<file path="src/rtl/tmr_evt_pkg.sv">
package tmr_evt_pkg;
  typedef enum logic [1:0] {
    MODE_OFF = 2'b00,
    MODE_EVT = 2'b01,
    MODE_TMR = 2'b10,
    MODE_PW  = 2'b11
  } tmr_mode_e;

  // low-bit mask whose all-ones value marks one prescaler period
  function automatic logic [255:0] div_mask(input int unsigned sel);
    logic [255:0] m;
    m = '0;
    for (int i = 0; i < 256; i++) if (i <= int'(sel)) m[i] = 1'b1;
    return m;
  endfunction
endpackage

</file>
<file path="src/rtl/tmr_pin_sync.sv">
module tmr_pin_sync (
  input  logic clk,
  input  logic rst_n,
  input  logic pin_i,
  output logic rise_o,
  output logic fall_o
);
  logic [2:0] s_q;

  always_ff @(posedge clk or negedge rst_n) begin
    if (!rst_n) s_q <= '0;
    else        s_q <= {s_q[1:0], pin_i};
  end

  assign rise_o =  s_q[1] & ~s_q[2];
  assign fall_o = ~s_q[1] &  s_q[2];
endmodule

</file>
<file path="src/rtl/tmr_prescaler.sv">
module tmr_prescaler #(
  parameter int PSW = 3
) (
  input  logic           clk,
  input  logic           rst_n,
  input  logic           clr_i,
  input  logic           en_i,
  input  logic [PSW-1:0] sel_i,
  output logic           tick_o
);
  import tmr_evt_pkg::*;
  localparam int DIVW = 1 << PSW;

  logic [DIVW-1:0] div_q;
  logic [DIVW-1:0] mask;

  assign mask   = DIVW'(div_mask(int'(sel_i)));
  assign tick_o = en_i && ((div_q & mask) == mask);

  always_ff @(posedge clk or negedge rst_n) begin
    if (!rst_n)     div_q <= '0;
    else if (clr_i) div_q <= '0;
    else if (en_i)  div_q <= div_q + 1'b1;
  end
endmodule

</file>
<file path="src/rtl/tmr_core.sv">
module tmr_core #(
  parameter int CW  = 8,
  parameter int PSW = 3
) (
  input  logic                  clk,
  input  logic                  rst_n,
  input  logic                  rise_i,
  input  logic                  fall_i,
  input  logic                  tick_i,
  input  logic                  pdown_i,
  input  logic                  ctl_we_i,
  input  tmr_evt_pkg::tmr_mode_e ctl_mode_i,
  input  logic                  ctl_edge_i,
  input  logic                  ctl_on_i,
  input  logic [PSW-1:0]        ctl_psc_i,
  input  logic                  irq_en_i,
  input  logic                  pre_we_i,
  input  logic [CW-1:0]         pre_data_i,
  output logic [CW-1:0]         cnt_o,
  output logic [CW-1:0]         pre_o,
  output tmr_evt_pkg::tmr_mode_e mode_o,
  output logic [PSW-1:0]        psc_o,
  output logic                  run_o,
  output logic                  step_o,
  output logic                  ovf_o,
  output logic                  pw_start_o,
  output logic                  wake_o,
  output logic                  irq_o
);
  import tmr_evt_pkg::*;

  tmr_mode_e     mode_q;
  logic          edge_q, on_q, meas_q, wake_q, irq_q;
  logic [PSW-1:0] psc_q;
  logic [CW-1:0] cnt_q, pre_q;
  logic          go_edge, end_edge, evt_edge, pw_stop, active;

  assign go_edge  = edge_q ? rise_i : fall_i;
  assign end_edge = edge_q ? fall_i : rise_i;
  assign evt_edge = edge_q ? fall_i : rise_i;
  assign active   = on_q && (mode_q != MODE_OFF);

  assign pw_start_o = on_q && (mode_q == MODE_PW) && !meas_q && go_edge;
  assign pw_stop    = on_q && (mode_q == MODE_PW) &&  meas_q && end_edge;

  always_comb begin
    unique case (mode_q)
      MODE_TMR: step_o = on_q && tick_i && !pdown_i;
      MODE_EVT: step_o = on_q && evt_edge;
      MODE_PW:  step_o = on_q && meas_q && tick_i && !pdown_i && !end_edge;
      default:  step_o = 1'b0;
    endcase
  end

  assign ovf_o = step_o && (&cnt_q);

  always_ff @(posedge clk or negedge rst_n) begin
    if (!rst_n) begin
      mode_q <= MODE_OFF;
      edge_q <= 1'b0;
      on_q   <= 1'b0;
      psc_q  <= '0;
      meas_q <= 1'b0;
      cnt_q  <= '0;
      pre_q  <= '0;
      wake_q <= 1'b0;
      irq_q  <= 1'b0;
    end else begin
      wake_q <= ovf_o;
      irq_q  <= ovf_o && irq_en_i;
      if (pre_we_i) pre_q <= pre_data_i;
      if (ovf_o)                      cnt_q <= pre_q;
      else if (step_o)                cnt_q <= cnt_q + 1'b1;
      else if (pre_we_i && !active)   cnt_q <= pre_data_i;
      if (ctl_we_i) begin
        mode_q <= ctl_mode_i;
        edge_q <= ctl_edge_i;
        on_q   <= ctl_on_i;
        psc_q  <= ctl_psc_i;
        meas_q <= 1'b0;
      end else if (pw_start_o) begin
        meas_q <= 1'b1;
      end else if (pw_stop) begin
        meas_q <= 1'b0;
        on_q   <= 1'b0;
      end
    end
  end

  assign cnt_o  = cnt_q;
  assign pre_o  = pre_q;
  assign mode_o = mode_q;
  assign psc_o  = psc_q;
  assign run_o  = on_q;
  assign wake_o = wake_q;
  assign irq_o  = irq_q;
endmodule

</file>
<file path="src/rtl/tmr_evt_unit.sv">
module tmr_evt_unit #(
  parameter int CW  = 8,
  parameter int PSW = 3
) (
  input  logic           clk,
  input  logic           rst_n,
  input  logic           pin_i,
  input  logic           pdown_i,
  input  logic           ctl_we_i,
  input  logic [1:0]     ctl_mode_i,
  input  logic           ctl_edge_i,
  input  logic           ctl_on_i,
  input  logic [PSW-1:0] ctl_psc_i,
  input  logic           irq_en_i,
  input  logic           pre_we_i,
  input  logic [CW-1:0]  pre_data_i,
  output logic [CW-1:0]  cnt_o,
  output logic           run_o,
  output logic           irq_o,
  output logic           wake_o
);
  import tmr_evt_pkg::*;

  logic           rise_w, fall_w, tick_w, step_w, ovf_w, pw_start_w;
  logic [CW-1:0]  pre_w;
  logic [PSW-1:0] psc_w;
  tmr_mode_e      mode_w;

  tmr_pin_sync u_sync (
    .clk    (clk),
    .rst_n  (rst_n),
    .pin_i  (pin_i),
    .rise_o (rise_w),
    .fall_o (fall_w)
  );

  tmr_prescaler #(.PSW(PSW)) u_psc (
    .clk    (clk),
    .rst_n  (rst_n),
    .clr_i  (ctl_we_i | pw_start_w),
    .en_i   (!pdown_i),
    .sel_i  (psc_w),
    .tick_o (tick_w)
  );

  tmr_core #(.CW(CW), .PSW(PSW)) u_core (
    .clk        (clk),
    .rst_n      (rst_n),
    .rise_i     (rise_w),
    .fall_i     (fall_w),
    .tick_i     (tick_w),
    .pdown_i    (pdown_i),
    .ctl_we_i   (ctl_we_i),
    .ctl_mode_i (tmr_mode_e'(ctl_mode_i)),
    .ctl_edge_i (ctl_edge_i),
    .ctl_on_i   (ctl_on_i),
    .ctl_psc_i  (ctl_psc_i),
    .irq_en_i   (irq_en_i),
    .pre_we_i   (pre_we_i),
    .pre_data_i (pre_data_i),
    .cnt_o      (cnt_o),
    .pre_o      (pre_w),
    .mode_o     (mode_w),
    .psc_o      (psc_w),
    .run_o      (run_o),
    .step_o     (step_w),
    .ovf_o      (ovf_w),
    .pw_start_o (pw_start_w),
    .wake_o     (wake_o),
    .irq_o      (irq_o)
  );
endmodule

</file>
<file path="config.mk">
export PLATFORM = sky130hd
export DESIGN_NAME = tmr_evt_unit
export DESIGN_NICKNAME = d
export VERILOG_FILES = /design/src/rtl/tmr_evt_pkg.sv /design/src/rtl/tmr_pin_sync.sv /design/src/rtl/tmr_prescaler.sv /design/src/rtl/tmr_core.sv /design/src/rtl/tmr_evt_unit.sv
export SDC_FILE = /design/constraint.sdc
export NUM_CORES = 1
export LEC_CHECK = 0
export BUFFER_PORTS_ARGS = -buffer_cell sky130_fd_sc_hd__buf_4
export CAP_MARGIN = 20
export CORE_MARGIN = 1.5
export CORE_UTILIZATION = 55
export CTS_CLUSTER_SIZE = 30
export DETAILED_ROUTE_END_ITERATION = 7
export PLACE_DENSITY = 0.79
export SYNTH_ARGS = -nofsm -noshare
export SYNTH_HDL_FRONTEND = slang
export SYNTH_SLANG_ARGS = --single-unit
</file>
<file path="constraint.sdc">
create_clock -name clk -period 2.1 [get_ports clk]
set_clock_uncertainty 0.15 [all_clocks]
set_input_delay 0.105 -clock clk [delete_from_list [all_inputs] [get_ports clk]]
set_output_delay 0.105 -clock clk [all_outputs]
set_load 0.02 [all_outputs]
</file>
# Word-level counts from Yosys, hierarchy flattened

Index checks and enable logic that the tools add are counted.

Register bits after elaboration: 37
Output and inout port bits: 11
Word-level logic and storage cells: 79
Bits of input ports: 22

Add/sub/neg operators: 2
Reduce and logical (&&, ||, !) cells: 27
Magnitude comparators: 7
Mux-type cells: 20
Bitwise gates (word level): 6
Equality and inequality tests: 6

Operators by type and width:

| operator                                               | number |
|---|---|
| 2-to-1 mux 8 bit                                       | 5 |
| logical AND 1 bit                                      | 17 |
| adder 8 x 1 -> 8 bit (second input constant)           | 2 |
| 2-to-1 mux 1 bit                                       | 14 |
| <= comparator 3 bit (first input constant)             | 4 |
| bitwise AND 8 bit                                      | 1 |
| equality test 8 bit                                    | 1 |
| AND reduction 8 bit                                    | 1 |
| <= comparator 2 x 3 -> 1 bit (first input constant)    | 2 |
| nonzero test 3 bit                                     | 2 |
| equality test 2 bit (second input constant)            | 2 |
| logical NOT 1 bit                                      | 4 |
| nonzero test 2 bit                                     | 2 |
| <= comparator 1 x 3 -> 1 bit (first input constant)    | 1 |
| case mux 1 bit (3 select lines)                        | 1 |
| bitwise AND 1 bit                                      | 2 |
| equality test 2 x 1 -> 1 bit (second input constant)   | 1 |
| inequality test 2 x 1 -> 1 bit (second input constant) | 1 |
| inequality test 2 bit (second input constant)          | 1 |
| inverter 1 bit                                         | 2 |
| AND reduction 2 bit                                    | 1 |
| OR 1 bit                                               | 1 |

# Depth between registers and ports, before layout

Gate-level depths: netlist of the first run.

Depth after elaboration: 11
Depth in mapped cells: 7
Mapped depth without buffers: 7

# By module

A second synthesis of the first run with hierarchy kept.

Cell total of the unflattened synthesis: 177
Area, all modules: 1824.2 sq um

By module, submodules not included:

| module        | cells an instance | instances | area each (sq um) | sequential area each (sq um) |
|---|---|---|---|---|
| tmr_core      | 121               | 1         | 1280.0            | 650.6 |
| tmr_prescaler | 49                | 1         | 444.2             | 200.2 |
| tmr_pin_sync  | 5                 | 1         | 90.1              | 75.1 |
| tmr_evt_unit  | 2                 | 1         | 10.0              | 0.0 |

# Worst setup path before layout of the first run

No wires, ideal clock.

Path type: flip-flop to flip-flop
Start point: reg u_core.cnt_q[3] (netlist: u_core.cnt_o[3])
End point: reg u_core.cnt_q[1] (netlist: u_core.cnt_o[1])
Stages on the path, launching flop included: 7
Library setup time: 0.123 ns
Path buffers: 0
Clock period less this slack: 1.832 ns
Slack: 0.268 ns
Required time: 1.827 ns
Data arrival time: 1.559 ns
Cells stage by stage: dfrtp_1 > and4_1 > and2_1 > nand3_1 > mux2_2 > nor2_1 > a21oi_1

Word-level cells in the longest chain between the ends: 3
Elaborated cells between the ends (all ways): 4
Classes of those cells: mux (1); reduce/logical (3)

Ends and longest elaborated chain:

| what                                                                    | RTL line       | source |
|---|---|---|
| from (decl)                                                             | tmr_core.sv:35 | `logic [CW-1:0] cnt_q, pre_q;` |
| from (signal assigned)                                                  | tmr_core.sv:72 | `if (ovf_o) cnt_q <= pre_q;` |
| from (signal assigned)                                                  | tmr_core.sv:73 | `else if (step_o) cnt_q <= cnt_q + 1'b1;` |
| from (signal assigned)                                                  | tmr_core.sv:74 | `else if (pre_we_i && !active) cnt_q <= pre_data_i;` |
| AND reduction 8 bit *                                                   | tmr_core.sv:55 | `assign ovf_o = step_o && (&cnt_q);` |
| logical AND 1 bit *                                                     | tmr_core.sv:55 |  |
| nonzero test 3 bit (no line) / 2-to-1 mux 8 bit (equally long branches) | --             |  |

Every way passes the cells marked *; elsewhere a longest branch is shown, timed or not.
A chain may end at the register's enable or synchronous reset.

==> summary.txt, run 1 <==
Floorplan
  • Core area: 3130 sq um
  • Die width: 61.0 um
  • IO Pins: 33
  • Initial core utilization: 59.2%
  • Die Height: 61.0 um
  • FP Rows: 20
  • Die ar.: 3720 sq um

Place
  • Dpl hpwl: 2.72 mm
  • Number of port buffers: 32
  • Post-Place Cells: 248
  • Routability cong.: 0.819

Drt
  • Final wirelength: 4.67 mm
  • Detail Route Antenna Nets: 0
  • DRT iter0 DRCs: 88
  • Drt drc: 0
  • Via Count: 1672
  • Iteration count of the initial detailed-routing pass: 4
  • Vias per cell: 5.61
  • Mean routed wirelength per cell: 15.7 um

Yosys
  • Top cell type by total area after synthesis: dfrtp_1
  • Ys Warns: 0
  • Post-Syn Area per Cell: 10.7 sq um
  • Cells after Synth: 173
  • Main area contributors after synthesis: dfrtp_1, mux2_2, o21ai_0
  • Synth cell types: 44
  • Post-synthesis sequential area ratio: 50.0%
  • Post-synth EDFFs: 0
  • Post-synth net total: 197
  • Area of the mapped netlist: 1850 sq um
  • Ys async rst share: 100%
  • #FFs+latches synth: 37
  • Main synth FF type: dfrtp_1
  • Synth top area share: 50.0%

Pwr
  • Internal Dissipation: 0.00131 W
  • Max IR drop VDD: 562 uV
  • Switch Pwr: 0.000520 W
  • Leakage Power: 1.18 nW
  • Clock group share of total power: 28.0%
  • Part of the power in registers: 47.7%
  • Switching Fraction: 28.5%
  • Combinational group share of total power: 24.3%
  • Pwr Density: 689 nW/um^2

STA
  • Tmin final: 2.07 ns
  • Max_slew headroom: 70.1%
  • Fmax achieved: 484 MHz
  • Setup violators final: 0
  • Hold WS: 0.113 ns
  • Tightest Pin Transition: 0.448 ns
  • Final period utilization: 98.4%
  • Hold Fails Final Rpt: 0
  • Max-slew violation count: 0
  • Setup TNS: 0 ns

GRT
  • Initial antenna violation count: 0
  • Overflow after GRT: 0
  • Total GRT Usage: 28.7%
  • Largest net degree at the start of global routing: 38
  • First-pass GRT wire length: 7.65 mm
  • Vias in the first global route: 1628

Clocking
  • CTS max path bufs: 2
  • CTS root buf: clkbuf_4
  • CTS tree: done
  • Clk sinks: 37
  • Clk pin slew, worst setup/hold paths: 0.11 ns
  • Worst-skew pair later-pin latency: 0.33 ns
  • H-tree levels: 2
  • Total CTS buffers: 5

Worst setup path
  • Type of origin of the critical path: primary input
  • Worst Path Buf+Inv: 4
  • CP top delay family: buffers and inverters
  • Crit-path max FO: 12
  • Max incr delay on CP: 0.59 ns
  • Worst path cell trace: dlygate4sd3_1, buf_4, nand2_1, dlygate4sd3_1, o21ai_0, dlygate4sd3_1
  • Crit path top cell by count: dlygate4sd3_1
  • Crit Path Class: primary input to flip-flop
  • CP max-delay cell: dlygate4sd3_1
  • CP Data Arrival Time: 2.14 ns
  • CP required: 2.17 ns
  • CP Capture Type: flip-flop

Layout
  • NumNets Final: 277
  • Diode count: 0
  • Storage element area: 926 sq um
  • Final std cells w/o fill: 298
  • Layout Area Growth over Synthesis: 43.2%
  • Fraction of layout cells with a size suffix above 1: 28.0%
  • FILL cells: 173
  • Multi-input logic area: 903 sq um

Min path
  • Min-Delay Path Class: primary input to async pin

Status
  • Status: finished, final reports clean

Flow run
  • Max-capacitance violation count: 0
-- kinds of logic (layout without fill, tap and decap cells) --
kind of cell | count (synthesis) | in the layout | share of synthesized area (%)
fa+ha+maj | 2 | 2 | 1.35
flops | 37 | 37 | 50.0
simple gates | 62 | 62 | 16.5
mux | 22 | 22 | 13.0
compound gates | 36 | 36 | 14.1
xor+xnor | 7 | 7 | 3.31
buf+inv | 7 | 88 | 1.69
-- cell usage after synthesis, types with 2 or more instances --
master / number
nor2_1: 14
nor3_1: 2
and3_1: 3
and2_1: 2
dfrtp_1: 37
nand3_1: 11
o21ai_0: 18
xnor2_1: 2
ha_1: 2
inv_1: 4
nor2b_1: 2
xor2_1: 5
mux2i_1: 6
nand2_1: 19
mux2_2: 16
a21oi_1: 2
-- sequential cells by signal (all words and copies together), names as in the netlist --
register	count
u_core.cnt_o	8
u_core.edge_q	1
u_core.irq_o	1
u_core.meas_q	1
u_core.mode_o	2
u_core.pre_o	8
u_core.psc_o	3
u_core.run_o	1
u_core.wake_o	1
u_psc.div_q	8
u_sync.s_q	3
-- area by class of cell --
class | count | area share [%]
flip-flops and latches | 37 | 34.9
multi-input cells | 129 | 34.1
clock inverters | 1 | 1.13
well taps | 44 | 2.08
clock buffers | 7 | 2.08
inverters | 4 | 0.567
repair buffers | 76 | 25.1
-- cell usage in the layout, fill, tap and decap left out, types with 4 or more instances in the layout --
cell | netlist | routed
mux2_2 | 16 | 16
buf_4 | 1 | 38
xor2_1 | 5 | 5
dfrtp_1 | 37 | 37
nor2_1 | 14 | 14
dlygate4sd3_1 | 0 | 38
inv_1 | 4 | 4
clkbuf_4 | 0 | 5
mux2i_1 | 6 | 6
nand2_1 | 19 | 19
nand3_1 | 11 | 11
o21ai_0 | 18 | 18
-- timing repair --
action                                 CTS  global route
setup buffers                            0             4
endpoints found under the hold margin   65             0
hold buffers                            38             0
gates resized for setup                  0             2
setup endpoints to repair                0             5
-- stage by stage --
stage	power, W	setup WS (ns)	cell area, sq um	util (%)
4_1_cts	0.00182	0.0868	2610	83.4
3_5_place_dp	0.00123	0.120	2140	68.6
3_3_place_gp	0.00122	0.211	2140	68.6
2_1_floorplan	0.00108	0.268	1850	-
6_report	0.00183	0.0331	2650	84.7
5_1_grt	0.00192	-0.00663	2650	84.7
-- worst paths after layout --
kind / startpoint / end / slack [ns] / depth (start not counted)
worst max-delay path: ctl_we_i / u_core.psc_o[0]$_DFFE_PN0P_ / 0.03 / 6
min in group clk: u_sync.s_q[0]$_DFF_PN0_ / u_sync.s_q[1]$_DFF_PN0_ / 0.23 / 0
worst min-delay path: rst_n / u_core.pre_o[4]$_DFFE_PN0P_ / 0.11 / 2
worst max register to register: u_core.run_o$_DFFE_PN0P_ / u_core.run_o$_DFFE_PN0P_ / 0.10 / 5
worst min register to register: u_sync.s_q[0]$_DFF_PN0_ / u_sync.s_q[1]$_DFF_PN0_ / 0.23 / 0
max in group asynchronous: rst_n / u_sync.s_q[2]$_DFF_PN0_ / 1.37 / 2
-- per-layer routing --
metal | vias to the layer above | track usage [%] | share of wire [%]
met5 | - | 0 | 0
met4 | 0 | 8.07 | 0.94
met3 | 6 | 5.12 | 3.9
met2 | 56 | 49.0 | 53
met1 | 828 | 37.7 | 42
li1 | 782 | - | -
-- power groups by stage --
| stage | clock network [W] | logic [W] | registers [W] |
|---|---|---|---|
| floorplan | 0 | 0.000181 | 0.000897 |
| global route | 0.000552 | 0.000486 | 0.000882 |
| detailed placement | 0 | 0.000353 | 0.000880 |
| finish | 0.000512 | 0.000443 | 0.000872 |
| global placement | 0 | 0.000345 | 0.000873 |
| CTS | 0.000524 | 0.000429 | 0.000866 |
(Power assumes the default switching activity.)
==> run 2: changes to the inputs <==
--- a/config.mk
+++ b/config.mk
@@ -5,12 +5,14 @@
 export SDC_FILE = /design/constraint.sdc
 export NUM_CORES = 1
 export LEC_CHECK = 0
+export ABC_AREA = 1
 export BUFFER_PORTS_ARGS = -buffer_cell sky130_fd_sc_hd__buf_4
 export CAP_MARGIN = 20
 export CORE_MARGIN = 1.5
-export CORE_UTILIZATION = 55
+export CORE_UTILIZATION = 56
 export CTS_CLUSTER_SIZE = 30
 export DETAILED_ROUTE_END_ITERATION = 7
+export HOLD_SLACK_MARGIN = 0.02
 export PLACE_DENSITY = 0.79
 export SYNTH_ARGS = -nofsm -noshare
 export SYNTH_HDL_FRONTEND = slang
==> run 2 against run 1 <==
  * Sequential power is 2% lower
  * Via count up 15%
  * Synthesized cell count grew 49%
  * Area after synthesis up 10%
  * Flip-flop and latch count did not move
  * Sequential share of layout area fell by 1.3 points
  * Final cell count grew 26%
  * Count of clock-buffer cells in the layout stayed put
  * Non-clock buffer count fell by 7
  * Final area up 4.0%
  * Largest power group unchanged
==> summary.txt, run 2 <==
Yosys
  • Synth top area share: 45.4% (-4.6 points)
  • Synth cell types: 35 (-20%)
  • Area of the mapped netlist: 2040 sq um (+10%)
  • Main synth FF type: dfrtp_1
  • Post-synth net total: 281 (+43%)
  • Ys async rst share: 100% (unchanged)
  • Post-synthesis sequential area ratio: 45.4% (-4.6 points)
  • Post-synth EDFFs: 0 (unchanged)
  • Count leader, synth: nand2_1
  • Post-synth top cells: nand2_1, dfrtp_1, inv_1
  • Ys Warns: 0 (unchanged)
  • Main area contributors after synthesis: dfrtp_1, nand2_1, inv_1
  • #FFs+latches synth: 37 (unchanged)
  • Cells after Synth: 257 (+49%)
  • Top cell type by total area after synthesis: dfrtp_1
  • Post-Syn Area per Cell: 7.94 sq um (-26%)

Drt
  • Via Count: 1927 (+15%)
  • Drt drc: 0 (unchanged)
  • Mean routed wirelength per cell: 13.1 um (-16%)
  • Vias per cell: 5.13 (-8.7%)
  • Final wirelength: 4.94 mm (+5.8%)
  • Iteration count of the initial detailed-routing pass: 4 (unchanged)
  • Detail Route Antenna Nets: 0 (unchanged)
  • DRT iter0 DRCs: 143 (+63%)

Floorplan
  • Initial core utilization: 59.7% (+0.55 points)
  • Die width: 63.4 um (+3.8%)
  • FP Rows: 21 (+5.0%)
  • Die ar.: 4010 sq um (+7.8%)
  • IO Pins: 33 (unchanged)
  • Core area: 3420 sq um (+9.2%)
  • Die Height: 63.4 um (+3.8%)

Layout
  • NumNets Final: 353 (+27%)
  • Fraction of layout cells with a size suffix above 1: 20.3% (-7.6 points)
  • FILL cells: 228 (+32%)
  • Final std cells w/o fill: 376 (+26%)
  • Most common cell after layout, fill and taps aside: nand2_1
  • Diode count: 0 (unchanged)
  • Commonest cells after routing, fill and taps aside: nand2_1, dfrtp_1, dlygate4sd3_1, buf_4, inv_1
  • Layout Area Growth over Synthesis: 35.2%

Worst setup path
  • CP Capture Type: flip-flop
  • R2R Setup Slk: 0.17 ns (+0.07 ns)
  • Crit-path max FO: 13 (+1)
  • Type of origin of the critical path: primary input
  • Worst R2R Start: u_core.cnt_o[0]$_DFFE_PN0P_
  • Critical path capture point: u_core.psc_o[2]$_DFFE_PN0P_
  • CP Launch Point: ctl_we_i
  • R2r endpoint: u_core.cnt_o[0]$_DFFE_PN0P_
  • Crit Path Class: primary input to flip-flop
  • CP Data Arrival Time: 2.13 ns (about the same)
  • CP required: 2.20 ns (+0.03 ns)
  • Reg2Reg Depth: 9 (+4)

Clocking
  • CTS tree: done
  • Post-CTS Setup Bufs: 0 (unchanged)
  • Clk sinks: 37 (unchanged)
  • Total CTS buffers: 5 (unchanged)
  • CTS max path bufs: 2 (unchanged)
  • H-tree levels: 2 (unchanged)
  • Post-cts resize count: 0 (unchanged)
  • Worst-skew pair later-pin latency: 0.35 ns (+0.02 ns)
  • CTS root buf: clkbuf_4
  • Clk pin slew, worst setup/hold paths: 0.12 ns (about the same)

Pwr
  • Max IR drop VDD: 480 uV (-15%)
  • Total power draw: 0.00185 W (+1.4%)
  • Leakage Power: 1.37 nW (+17%)
  • Pwr Density: 672 nW/um^2 (-2.5%)

STA
  • Final Worst Setup Slack: 0.0765 ns (+0.0434 ns)
  • Hold Fails Final Rpt: 0 (unchanged)
  • Tmin final: 2.02 ns (-0.0434 ns)
  • Tightest Pin Transition: 0.458 ns (+0.00959 ns)
  • RSZ-0062 raised after global routing: no
  • Setup violators final: 0 (unchanged)
  • Max-slew violation count: 0 (unchanged)
  • Setup TNS: 0 ns (unchanged)
  • Final period utilization: 96.4% (-2.1 points)
  • Max_slew headroom: 69.5% (-0.64 points)
  • Fmax achieved: 494 MHz (+2.1%)

GRT
  • Overflow after GRT: 0 (unchanged)
  • Largest net degree at the start of global routing: 38 (unchanged)
  • First-pass GRT wire length: 8.49 mm (+11%)
  • Initial antenna violation count: 0 (unchanged)
  • Total GRT Usage: 27.7% (-1.1 points)
  • Vias in the first global route: 1835 (+13%)

Flow run
  • Max-capacitance violation count: 0 (unchanged)

Place
  • Post-Place Cells: 332 (+34%)
  • Dpl hpwl: 2.91 mm (+7.0%)
  • Number of port buffers: 32 (unchanged)
  • Setup WS pre-CTS: 0.267 ns (+0.147 ns)
  • Routability cong.: 0.821 (+0.27%)

Min path
  • Min-Delay Path Class: primary input to async pin

Status
  • Status: finished, final reports clean
==> run 2: cell types whose count changed after synthesis, sizes merged, moves of 6 or more <==
cell   delta
mux2     -16
mux2i     -6
nand2    +74
nand3    +10
nand4     +8
inv      +30
==> run 2: cell type report <==
type	count	area [sq um]	area share, %
Inverter	36	136	4.95
Clock buffer	7	55.1	2.00
Timing Repair Buffer	69	608	22.1
Multi-Input combinational cell	180	943	34.2
Clock inverter	1	30.0	1.09
Sequential cell	37	926	33.6
Tap cell	46	57.6	2.09
==> run 2: worst min-delay path by stage <==
stage	from	to	slack (ns)	cells after the start
after floorplan	rst_n	u_core.cnt_o[0]$_DFFE_PN0P_	-0.34	0
after global placement	rst_n	u_psc.div_q[0]$_DFFE_PN0P_	-0.06	1
after detailed placement	rst_n	u_psc.div_q[0]$_DFFE_PN0P_	-0.06	1
after CTS	rst_n	u_psc.div_q[0]$_DFFE_PN0P_	0.10	2
after global routing	rst_n	u_core.psc_o[1]$_DFFE_PN0P_	0.12	2
final	rst_n	u_core.psc_o[2]$_DFFE_PN0P_	0.08	2
==> run 2: logic make-up after synthesis <==
family	after synthesis	share of synthesized area, %
adder cells (fa/ha/maj)	2	1.23
AO/OA/AOI/OAI	27	7.73
XOR/XNOR	6	2.58
buffers and inverters	40	8.34
flip-flops	37	45.4
AND/OR/NAND/NOR	145	34.7
==> run 2: worst max-delay path: stages <==
cell and delay, ns:
dlygate4sd3_1 0.53, buf_4 0.18, nand2_1 0.09, dlygate4sd3_1 0.57
o21ai_0 0.09, dlygate4sd3_1 0.56
==> run 2: power by group <==
| group | internal [W] | leakage (nW) | switching, W |
|---|---|---|---|
| combinational | 0.000213 | 0.864 | 0.000256 |
| clock | 0.000284 | 0.0455 | 0.000242 |
| sequential | 0.000777 | 0.465 | 0.0000798 |
| total | 0.00127 | 1.37 | 0.000578 |
==> run 2: what timing repair did <==
action                                  in CTS  in global routing
endpoints found under the hold margin       66                  0
hold buffers                                36                  0
endpoints found under the setup margin       0                  0
==> run 2: through the flow <==
stage / hold WS (ns) / cell area [sq um] / util (%)
global route: 0.117 / 2760 / 80.7
detailed placement: -0.0597 / 2310 / 67.7
global placement: -0.0612 / 2310 / 67.7
floorplan: -0.341 / 2040 / -
finish: 0.0840 / 2760 / 80.7
CTS: 0.100 / 2760 / 80.7
==> run 2: layer usage <==
metal	vias to the layer above	global-route usage [%]	routed length (um)
met5	-	0	0
met1	888	36.5	2190
met4	0	13.0	121
met3	11	3.93	240
li1	958	-	-
met2	70	44.9	2380
==> run 3: changes to the inputs <==
--- a/config.mk
+++ b/config.mk
@@ -9,11 +9,11 @@
 export BUFFER_PORTS_ARGS = -buffer_cell sky130_fd_sc_hd__buf_4
 export CAP_MARGIN = 20
 export CORE_MARGIN = 1.5
-export CORE_UTILIZATION = 56
+export CORE_UTILIZATION = 50
 export CTS_CLUSTER_SIZE = 30
 export DETAILED_ROUTE_END_ITERATION = 7
 export HOLD_SLACK_MARGIN = 0.02
-export PLACE_DENSITY = 0.79
+export PLACE_DENSITY = 0.75
 export SYNTH_ARGS = -nofsm -noshare
 export SYNTH_HDL_FRONTEND = slang
 export SYNTH_SLANG_ARGS = --single-unit
==> constraint.sdc (replaced) <==
create_clock -name clk -period 1.8 [get_ports clk]
set_clock_uncertainty 0.15 [all_clocks]
set_input_delay 0.09 -clock clk [delete_from_list [all_inputs] [get_ports clk]]
set_output_delay 0.09 -clock clk [all_outputs]
set_load 0.02 [all_outputs]
==> run 3 against run 2 <==
  * Clock power increased by 36%
  * First-iteration DRC count fell by 20%
  * Combinational power increased by 28%
  * Utilization down 7.5 points
  * Power is 25% higher
  * Critical endpoint is now u_core.cnt_o[7]$_DFFE_PN0P_
  * Largest cell class unchanged
  * Highest routed layer unchanged
==> summary.txt, run 3 (synthesis results as in run 2) <==
Clocking
  • CTS root buf: clkbuf_8
  • H-tree levels: 2 (unchanged)
  • CTS max path bufs: 2 (unchanged)
  • Clk sinks: 37 (unchanged)
  • Clk pin slew, worst setup/hold paths: 0.08 ns (-0.04 ns)
  • Total CTS buffers: 5 (unchanged)
  • CTS tree: done
  • Worst-skew pair later-pin latency: 0.29 ns (-0.06 ns)

Pwr
  • Total power draw: 0.00232 W (+25%)
  • Pwr Density: 797 nW/um^2 (+19%)
  • Leakage Power: 1.42 nW (+3.6%)
  • Max IR drop VDD: 493 uV (+2.6%)

Floorplan
  • FP Rows: 23 (+9.5%)
  • Die width: 66.9 um (+5.5%)
  • Core area: 3970 sq um (+16%)
  • Initial core utilization: 51.4% (-8.4 points)
  • IO Pins: 33 (unchanged)
  • Die ar.: 4470 sq um (+11%)
  • Die Height: 66.9 um (+5.5%)

Worst setup path
  • CP top delay family: buffers and inverters
  • Max incr delay on CP: 0.54 ns (-0.03 ns)
  • Type of origin of the critical path: primary input
  • CP Data Arrival Time: 1.81 ns (-0.32 ns)
  • Crit path top cell by count: nand2_1
  • Crit Path Class: primary input to flip-flop
  • Worst Path Buf+Inv: 4 (unchanged)
  • CP max-delay cell: dlygate4sd3_1
  • CP Capture Type: flip-flop
  • CP required: 1.84 ns (-0.36 ns)
  • Worst path cell trace: dlygate4sd3_1, buf_4, nor2_4, o21ai_2, a21oi_2, nand3_4, buf_6, nand2_4, nand3_1, nand2_1, nand2_1, nand2_1, inv_1
  • Crit-path max FO: 7 (-6)

Drt
  • Detail Route Antenna Nets: 0 (unchanged)
  • Iteration count of the initial detailed-routing pass: 4 (unchanged)
  • Mean routed wirelength per cell: 11.9 um (-9.3%)
  • Vias per cell: 4.99 (-2.5%)
  • Drt drc: 0 (unchanged)
  • Via Count: 1928 (+0.052%)
  • DRT iter0 DRCs: 115 (-20%)
  • Final wirelength: 4.60 mm (-6.9%)

Layout
  • NumNets Final: 359 (+1.7%)
  • Commonest cells after routing, fill and taps aside: nand2_1, buf_4, dfrtp_1, dlygate4sd3_1, inv_1
  • Diode count: 0 (unchanged)
  • Layout Area Growth over Synthesis: 42.6%
  • Most common cell after layout, fill and taps aside: nand2_1
  • Fraction of layout cells with a size suffix above 1: 26.5% (+6.2 points)

GRT
  • Total GRT Usage: 22.1% (-5.6 points)
  • Overflow after GRT: 0 (unchanged)
  • First-pass GRT wire length: 7.40 mm (-13%)
  • Vias in the first global route: 1725 (-6.0%)
  • Largest net degree at the start of global routing: 38 (unchanged)
  • Initial antenna violation count: 0 (unchanged)

STA
  • Setup TNS: 0 ns (unchanged)
  • Tightest Pin Transition: 0.461 ns (+0.00308 ns)
  • Max-slew violation count: 0 (unchanged)
  • Setup violators final: 0 (unchanged)
  • Tmin final: 1.77 ns
  • Final Worst Setup Slack: 0.0282 ns (-0.0483 ns)
  • Max_slew headroom: 69.3% (-0.21 points)
  • Fmax achieved: 564 MHz
  • Hold Fails Final Rpt: 0 (unchanged)
  • RSZ-0062 raised after global routing: yes
  • Final period utilization: 98.4%

Place
  • Number of port buffers: 32 (unchanged)
  • Routability cong.: 0.835 (+1.7%)
  • Dpl hpwl: 2.86 mm (-1.6%)
  • Setup WS pre-CTS: 0.0345 ns (-0.232 ns)

Min path
  • Min-Delay Path Class: primary input to async pin

Flow run
  • Max-capacitance violation count: 0 (unchanged)

Status
  • Status: finished, final reports clean
[run 3: metrics by stage]
stage               std cells  utilization (%)  hold WS [ns]  instance area, sq um
floorplan                 257                -        -0.356                  2040
global placement          340             59.1       -0.0693                  2350
detailed placement        340             59.1       -0.0690                  2350
CTS                       377             69.2         0.156                  2750
global route              386             73.2         0.195                  2910
finish                    386             73.2         0.131                  2910
[run 3: power breakdown]
group	switching, W	leakage [nW]	total [W]	internal, W
logic	0.000316	0.906	0.000598	0.000281
registers	0.0000964	0.464	0.00100	0.000907
clock network	0.000300	0.0554	0.000716	0.000416
total	0.000713	1.42	0.00232	0.00160
[run 3: worst reg2reg max path, delay by kind of cell, from the launching register on]
kind / cells / cell delay (ns)
AND/OR/NAND/NOR: 5 / 0.56
flip-flops: 1 / 0.40
buffers and inverters: 2 / 0.20
adder cells (fa/ha/maj): 1 / 0.17
XOR/XNOR: 1 / 0.10
AO/OA/AOI/OAI: 1 / 0.08
[run 3: path summary, 6_finish.rpt]
path	start	endpoint	slack, ns	cells after the start
max	pdown_i	u_core.cnt_o[7]$_DFFE_PN0P_	0.03	13
min	rst_n	u_psc.div_q[0]$_DFFE_PN0P_	0.13	2
max reg2reg	u_core.cnt_o[1]$_DFFE_PN0P_	u_core.cnt_o[6]$_DFFE_PN0P_	0.05	10
min reg2reg	u_sync.s_q[0]$_DFF_PN0_	u_sync.s_q[1]$_DFF_PN0_	0.20	0
max in group asynchronous	rst_n	u_core.cnt_o[0]$_DFFE_PN0P_	1.01	2
min in group clk	u_sync.s_q[0]$_DFF_PN0_	u_sync.s_q[1]$_DFF_PN0_	0.20	0
[run 3: metal layers]
layer | vias to the layer above | part of all wire [%] | GRT usage, %
met5 | - | 0 | 0
met4 | 0 | 1.5 | 6.89
met3 | 6 | 4.1 | 5.07
met2 | 45 | 49 | 36.8
met1 | 905 | 46 | 28.4
li1 | 972 | - | -
[run 3: cell type report]
| type | count | area, sq um |
|---|---|---|
| multi-input cells | 181 | 1030 |
| clock buffers | 6 | 72.6 |
| inverters | 36 | 140 |
| clock inverters | 2 | 38.8 |
| well taps | 50 | 62.6 |
| fillers | 300 | 1060 |
| repair buffers | 74 | 632 |
| flip-flops and latches | 37 | 927 |
[run 3: what timing repair did]
| item | 4_1_cts | 5_1_grt |
|---|---|---|
| resized for setup | 0 | 17 |
| hold endpoints to repair | 57 | 0 |
| setup buffers | 0 | 8 |
| hold buffers | 29 | 0 |
| setup endpoints to repair | 0 | 9 |
